--- config.mk ---
export PLATFORM = sky130hd
export DESIGN_NAME = swTlb
export DESIGN_NICKNAME = d
export VERILOG_FILES = /design/src/rtl/swTlbPkg.sv /design/src/rtl/swTlbData.sv /design/src/rtl/swTlbCtrl.sv /design/src/rtl/swTlb.sv
export SDC_FILE = /design/constraint.sdc
export NUM_CORES = 2
export LEC_CHECK = 0
export BUFFER_PORTS_ARGS = -buffer_cell sky130_fd_sc_hd__buf_2
export CORE_ASPECT_RATIO = 0.6
export CORE_MARGIN = 3
export CORE_UTILIZATION = 37
export CTS_CLUSTER_SIZE = 14
export DETAILED_ROUTE_END_ITERATION = 10
export SYNTH_ARGS = -nofsm -noshare
export SYNTH_HDL_FRONTEND = slang
export SYNTH_SLANG_ARGS = --single-unit
--- constraint.sdc ---
create_clock -name clk -period 12.8 [get_ports clk]
set_clock_uncertainty 0.1 [all_clocks]
set_input_delay 0.64 -clock clk [delete_from_list [all_inputs] [get_ports clk]]
set_output_delay 0.64 -clock clk [all_outputs]
set_load 0.01 [all_outputs]
--- src/rtl/swTlbPkg.sv ---
package swTlbPkg;

  // fixed layout of the command data word
  localparam int DATA_W    = 32;
  localparam int FRAME_LO  = 5;
  localparam int FRAME_W   = 20;
  localparam int RIGHTS_LO = 1;
  localparam int RIGHTS_W  = 29;

  // strobes from control to datapath
  typedef struct packed {
    logic capture;       // latch command address and data
    logic clearCovered;  // clear valid entries covering the latched address
    logic writeAddr;     // install range and frame into the chosen slot
    logic writeProt;     // install rights and validate the chosen slot
  } tlbStrobes_t;

  typedef enum logic [0:0] {
    ST_IDLE = 1'b0,
    ST_EXEC = 1'b1
  } tlbState_t;

endpackage

--- src/rtl/swTlbData.sv ---
module swTlbData
  import swTlbPkg::*;
#(
  parameter int ENTRIES = 16,
  parameter int IDX_W   = 4,
  parameter int VA_W    = 32,
  parameter int OFF_W   = 12
) (
  input  logic                 clk,
  input  logic                 rst,
  input  tlbStrobes_t          strb,
  input  logic [IDX_W-1:0]     slot,
  input  logic [VA_W-1:0]      cmdVa,
  input  logic [DATA_W-1:0]    cmdData,
  input  logic [VA_W-1:0]      lkVa,
  output logic [ENTRIES-1:0]   coverVec,
  output logic [ENTRIES-1:0]   validVec,
  output logic                 lkHit,
  output logic [FRAME_W+OFF_W-1:0] lkPa,
  output logic [RIGHTS_W-1:0]  lkRights
);

  localparam int PA_W = FRAME_W + OFF_W;

  logic [VA_W-1:0]     vBegin [ENTRIES];
  logic [VA_W-1:0]     vEnd   [ENTRIES];
  logic [FRAME_W-1:0]  frame  [ENTRIES];
  logic [RIGHTS_W-1:0] rights [ENTRIES];

  logic [VA_W-1:0]     cmdVaQ;
  logic [FRAME_W-1:0]  frameQ;
  logic [RIGHTS_W-1:0] rightsQ;
  logic [1:0]          unusedDataBits;

  logic [VA_W-1:0]     newBegin;
  logic [VA_W-1:0]     newEnd;
  logic [ENTRIES-1:0]  lkMatchVec;
  logic [IDX_W-1:0]    lkIdx;
  logic                lkAny;

  assign unusedDataBits = {^cmdData[DATA_W-1:FRAME_LO+FRAME_W], cmdData[0]};

  // command capture
  always_ff @(posedge clk) begin
    if (rst) begin
      cmdVaQ  <= '0;
      frameQ  <= '0;
      rightsQ <= '0;
    end else if (strb.capture) begin
      cmdVaQ  <= cmdVa;
      frameQ  <= cmdData[FRAME_LO +: FRAME_W];
      rightsQ <= cmdData[RIGHTS_LO +: RIGHTS_W];
    end
  end

  assign newBegin = {cmdVaQ[VA_W-1:OFF_W], {OFF_W{1'b0}}};
  assign newEnd   = {cmdVaQ[VA_W-1:OFF_W], {OFF_W{1'b1}}};

  // range compare per entry, for the command and for the lookup
  generate
    for (genvar e = 0; e < ENTRIES; e++) begin : g_cmp
      assign coverVec[e]   = (vBegin[e] <= cmdVaQ) && (cmdVaQ <= vEnd[e]);
      assign lkMatchVec[e] = (vBegin[e] <= lkVa) && (lkVa <= vEnd[e]);
    end
  endgenerate

  // entry storage
  always_ff @(posedge clk) begin
    for (int e = 0; e < ENTRIES; e++) begin
      if (rst || (strb.clearCovered && coverVec[e] && validVec[e])) begin
        vBegin[e]   <= '1;
        vEnd[e]     <= '0;
        frame[e]    <= '0;
        rights[e]   <= '0;
        validVec[e] <= 1'b0;
      end
      if (!rst && strb.writeAddr && (slot == IDX_W'(e))) begin
        vBegin[e]   <= newBegin;
        vEnd[e]     <= newEnd;
        frame[e]    <= frameQ;
        rights[e]   <= '0;
        validVec[e] <= 1'b0;
      end
      if (!rst && strb.writeProt && (slot == IDX_W'(e))) begin
        rights[e]   <= rightsQ;
        validVec[e] <= 1'b1;
      end
    end
  end

  // lowest-index lookup match
  always_comb begin
    lkIdx = '0;
    lkAny = 1'b0;
    for (int e = ENTRIES - 1; e >= 0; e--) begin
      if (lkMatchVec[e]) begin
        lkIdx = IDX_W'(e);
        lkAny = 1'b1;
      end
    end
  end

  assign lkHit    = lkAny && validVec[lkIdx];
  assign lkPa     = lkHit ? {frame[lkIdx], lkVa[OFF_W-1:0]} : PA_W'(0);
  assign lkRights = lkHit ? rights[lkIdx] : '0;

endmodule

--- src/rtl/swTlbCtrl.sv ---
module swTlbCtrl
  import swTlbPkg::*;
#(
  parameter int ENTRIES = 16,
  parameter int IDX_W   = 4
) (
  input  logic               clk,
  input  logic               rst,
  input  logic               cmdValid,
  input  logic               cmdIsProt,
  input  logic [ENTRIES-1:0] coverVec,
  input  logic [ENTRIES-1:0] validVec,
  output tlbStrobes_t        strb,
  output logic [IDX_W-1:0]   slot,
  output logic               cmdDone,
  output logic               seqErr,
  output logic [IDX_W-1:0]   rrPtr
);

  tlbState_t          state;
  logic               isProtQ;
  logic               evict;

  logic [ENTRIES-1:0] candVec;
  logic               candAny;
  logic [IDX_W-1:0]   candIdx;
  logic               protAny;
  logic [IDX_W-1:0]   protIdx;

  always_ff @(posedge clk) begin
    if (rst) begin
      state   <= ST_IDLE;
      isProtQ <= 1'b0;
      rrPtr   <= '0;
    end else begin
      case (state)
        ST_IDLE: begin
          if (cmdValid) begin
            state   <= ST_EXEC;
            isProtQ <= cmdIsProt;
          end
        end
        default: begin
          state <= ST_IDLE;
          if (evict) begin
            rrPtr <= (rrPtr == IDX_W'(ENTRIES - 1)) ? '0 : rrPtr + 1'b1;
          end
        end
      endcase
    end
  end

  // slot candidates for an address insert: free or about to be cleared
  assign candVec = ~validVec | (coverVec & validVec);
  assign candAny = |candVec;

  always_comb begin
    candIdx = '0;
    for (int e = 0; e < ENTRIES; e++) begin
      if (candVec[e]) candIdx = IDX_W'(e);
    end
  end

  // lowest covering entry for a protection insert
  always_comb begin
    protIdx = '0;
    protAny = 1'b0;
    for (int e = ENTRIES - 1; e >= 0; e--) begin
      if (coverVec[e]) begin
        protIdx = IDX_W'(e);
        protAny = 1'b1;
      end
    end
  end

  always_comb begin
    strb         = '0;
    slot         = '0;
    evict        = 1'b0;
    seqErr       = 1'b0;
    cmdDone      = (state == ST_EXEC);
    strb.capture = (state == ST_IDLE) && cmdValid;
    if (state == ST_EXEC) begin
      if (isProtQ) begin
        if (protAny && !validVec[protIdx]) begin
          strb.writeProt = 1'b1;
          slot           = protIdx;
        end else begin
          seqErr = 1'b1;
        end
      end else begin
        strb.clearCovered = 1'b1;
        strb.writeAddr    = 1'b1;
        if (candAny) begin
          slot = candIdx;
        end else begin
          slot  = rrPtr;
          evict = 1'b1;
        end
      end
    end
  end

endmodule

--- src/rtl/swTlb.sv ---
module swTlb
  import swTlbPkg::*;
#(
  parameter int ENTRIES = 16,
  parameter int VA_W    = 32,
  parameter int OFF_W   = 12,
  localparam int IDX_W  = (ENTRIES > 1) ? $clog2(ENTRIES) : 1,
  localparam int PA_W   = FRAME_W + OFF_W
) (
  input  logic                clk,
  input  logic                rst,
  input  logic                cmdValid,
  input  logic                cmdIsProt,
  input  logic [VA_W-1:0]     cmdVa,
  input  logic [DATA_W-1:0]   cmdData,
  output logic                cmdDone,
  output logic                seqErr,
  input  logic                lkReq,
  input  logic                lkIsData,
  input  logic [VA_W-1:0]     lkVa,
  output logic                lkHit,
  output logic                lkMissInstr,
  output logic                lkMissData,
  output logic [PA_W-1:0]     lkPa,
  output logic [RIGHTS_W-1:0] lkRights
);

  tlbStrobes_t        strb;
  logic [IDX_W-1:0]   slot;
  logic [IDX_W-1:0]   rrPtr;
  logic [ENTRIES-1:0] coverVec;
  logic [ENTRIES-1:0] validVec;

  swTlbCtrl #(.ENTRIES(ENTRIES), .IDX_W(IDX_W)) ctrl_i (
    .clk      (clk),
    .rst      (rst),
    .cmdValid (cmdValid),
    .cmdIsProt(cmdIsProt),
    .coverVec (coverVec),
    .validVec (validVec),
    .strb     (strb),
    .slot     (slot),
    .cmdDone  (cmdDone),
    .seqErr   (seqErr),
    .rrPtr    (rrPtr)
  );

  swTlbData #(.ENTRIES(ENTRIES), .IDX_W(IDX_W), .VA_W(VA_W), .OFF_W(OFF_W)) data_i (
    .clk     (clk),
    .rst     (rst),
    .strb    (strb),
    .slot    (slot),
    .cmdVa   (cmdVa),
    .cmdData (cmdData),
    .lkVa    (lkVa),
    .coverVec(coverVec),
    .validVec(validVec),
    .lkHit   (lkHit),
    .lkPa    (lkPa),
    .lkRights(lkRights)
  );

  assign lkMissInstr = lkReq && !lkHit && !lkIsData;
  assign lkMissData  = lkReq && !lkHit && lkIsData;

endmodule

==> run metrics <==
CP arrival 10.76 ns; IR Drop Worst-Case VDD 0.129 mV; NetSw 0.00459 W; Root Buffer clkbuf_16; ys flop type edfxtp_1; Clock Latency Late Sink 0.91 ns; Antenna Nets Post-Route 0; LEAKAGE 49.2 nW; Cell Area, Synth 110000 um^2; clk sinks 1539; yosys synthesis warning count 0; total length of routed wires 455000 um; share of cells above drive strength 1 0.0781; Clock power frac 0.349; Period minus WS final 10.43 ns; Slew HR 0.0709; Final TNS setup 0 ns; Final nets 13100; PortBufs 164; # DRC 0; asr flop ratio synth 0; die outline height 429 um; Post-synth EDFFs 1454; slowest CP cell o21ai_4; Crit path required time 13.13 ns; worst slew pin tran 1.38 ns; Worst-path clk slew 0.07 ns; Iter 0 DRT Violations 13500; status completed; Final Cycle Share 0.815; largest net degree at the start of global routing 127; total core area 295000 um^2; Gate Count Post-Synth 10700; CTS tree built; DIE WIDTH 711 um; I/O pins 168; Vias 93800; global placement routability congestion 1.01; synthesized flop and latch total 1539; register share of total power 0.415; num rows 154; Area Growth Syn to Fin 11.2%; vias in the first global route 88800; sequential share of the synthesized area 0.411; final setup vio count 0; Via-to-Cell Ratio 6.23; Synth Net Count 12900; Highest Clock Rate 95.9 MHz; combinational power share 0.236; synth unique cells 93; worst min path class input port to flip-flop; Final Hold Fails 0; post-CTS setup buffer count 0; H-tree Lvls 4; CTS Buffer Depth 4; HPWL Detailed 311000 um; Final Util 0.416; initial antenna violation count 47; fin. max-slew vios 0; CP Cell Sequence buf_4 -> inv_2 -> buf_4 -> ha_1 -> nand4_1 -> nor2_1 -> a221oi_1 -> o211ai_1 -> o21ai_0 -> o21ai_0 -> nand4bb_1 -> o2111ai_1 -> o21ai_1 -> nor2_1 -> a211o_2 -> nor3_2 -> or3_2 -> nand3_2 -> o21ai_4 -> buf_4; GR Util All Layers 0.287; TritonCTS Buffers 165; crit path launch type flip-flop; WL/cell 30.2 um; CP peak stage delay 0.96 ns; Overflow after GRT 0; PD cells 113 nW/um^2; Top Family by Delay on Critical Path compound AO/OA/AOI/OAI gates; Int Pwr 0.00926 W; CP max FO 41; die area 305000 um^2; RSZ-0062 raised after global routing false; nature of the critical path endpoint flip-flop; Crit Path Category flip-flop to flip-flop; Initial Utilization 0.374; Avg Cell Area, Syn 10.3 um^2; 1st-pass router iterations 8; Buf+Inv Stages, Crit Path 4; number of max-cap violations 0; Most common cell on crit path buf_4; switch share 0.332; first-pass GRT wire length 637000 um
-- timing repair --
action | 4_1_cts | 5_1_grt
hold endpoints to repair | 29 | 0
resized for setup | 0 | 0
hold buffers | 29 | 0
-- registers in the layout (all words and copies together), names as in the netlist --
signal           cells
data_i.frame       320
data_i.validVec     16
ctrl_i.cmdDone       1
data_i.vEnd        336
data_i.cmdVaQ       32
data_i.rightsQ      29
ctrl_i.isProtQ       1
data_i.rights      464
data_i.vBegin      336
ctrl_i.rrPtr         4
-- metrics by stage --
stage	hold slack (ns)	total power, W	cell area, um^2	std cells	setup slack (ns)
2_1_floorplan	0.356	0.00765	110000	10700	2.05
3_3_place_gp	0.352	0.00886	117000	14700	3.02
3_5_place_dp	0.357	0.00898	117000	14700	2.93
4_1_cts	0.00135	0.0137	123000	15000	2.85
5_1_grt	0.00606	0.0143	123000	15000	2.25
6_report	0.0113	0.0139	123000	15100	2.37
-- final timing paths --
check | from | endpoint | slack, ns | depth (start not counted)
hold / removal | cmdVa[13] | data_i.cmdVaQ[13] | 0.01 | 3
hold reg to reg | data_i.cmdVaQ[13] | data_i.cmdVaQ[13] | 0.36 | 2
setup / recovery | data_i.cmdVaQ[29] | data_i.frame[11][6] | 2.37 | 20
setup reg to reg | data_i.cmdVaQ[29] | data_i.frame[11][6] | 2.37 | 20
-- cell type report --
cell class,count,area [um^2]
Antenna cell,14,35.0
Clock buffer,209,4440
Inverter,506,1900
Multi-Input combinational cell,8221,61600
Tap cell,3978,4980
Timing Repair Buffer,506,3600
Fill cell,27800,172000
Clock inverter,80,671
Sequential cell,1539,45400
-- cells in the mapped netlist (all sizes together) (36+ instances only) --
cell type | number | area, um^2
a211oi | 87 | 666
a21o | 320 | 2400
a21oi | 701 | 3510
a31oi | 81 | 507
a32oi | 146 | 1280
and2 | 887 | 5550
and3 | 49 | 307
buf | 63 | 292
clkbuf | 418 | 1570
dfxtp | 85 | 1700
edfxtp | 1454 | 43700
ha | 2049 | 25600
inv | 505 | 1900
mux2i | 151 | 1510
nand2 | 1239 | 4650
nand2b | 37 | 231
nand3 | 336 | 1680
nand4 | 395 | 2470
nor2 | 337 | 1270
nor2b | 107 | 669
nor3 | 169 | 886
nor4 | 162 | 1030
o211ai | 83 | 623
o21a | 78 | 586
o21ai | 332 | 1670
or3 | 36 | 225
-- cell families (layout without fill, tap and decap cells) --
family	Yosys count	count (layout)	synth area share
flops	1539	1539	0.411
mux	152	152	0.0138
other cells	0	14	0
simple gates	3851	3851	0.179
fa+ha+maj	2049	2049	0.233
buf+inv	987	1301	0.0341
xor+xnor	1	1	0.0000795
compound gates	2168	2168	0.129
-- cell usage in the layout, fill, tap and decap left out, types with 32 or more instances in the layout --
cell / synthesis / final
and3_1: 49 / 47
edfxtp_1: 1454 / 1454
nand2_1: 1239 / 1235
and2_1: 885 / 885
a31oi_1: 81 / 80
nor4_1: 160 / 157
and4_1: 34 / 34
nor3_1: 161 / 148
nor2_1: 336 / 330
clkbuf_16: 0 / 168
nor2b_1: 107 / 106
buf_2: 35 / 163
buf_4: 1 / 303
mux2i_1: 151 / 151
ha_1: 2049 / 2049
a211oi_1: 86 / 84
nand2b_1: 37 / 34
a21oi_1: 700 / 698
inv_1: 502 / 481
o21a_1: 78 / 78
a2111oi_0: 33 / 33
clkbuf_1: 418 / 33
clkinv_2: 0 / 32
a221oi_1: 33 / 33
nand3_1: 336 / 335
a32oi_1: 146 / 146
a21o_1: 320 / 320
o21ai_0: 327 / 314
dfxtp_1: 85 / 85
o211ai_1: 83 / 83
nand4_1: 395 / 395
-- power by group through the flow --
stage,Combinational [W],Clock (W),Sequential [W]
6_report,0.00326,0.00484,0.00575
5_1_grt,0.00347,0.00504,0.00577
4_1_cts,0.00314,0.00485,0.00575
3_5_place_dp,0.00312,0,0.00586
3_3_place_gp,0.00301,0,0.00585
2_1_floorplan,0.00181,0,0.00584
-- worst min-delay path, cell delays in order --
cell and delay, ns:
buf_2 0.10, nand2_1 0.15, a21oi_1 0.09
-- routing by layer --
layer,vias up,global-route usage,routed length [um]
li1,40800,-,-
met2,5959,0.380,170000
met4,28,0.110,20000
met1,45900,0.418,195000
met3,992,0.103,69300
met5,-,0,184
Note: power is estimated with default switching activity, not from simulation.
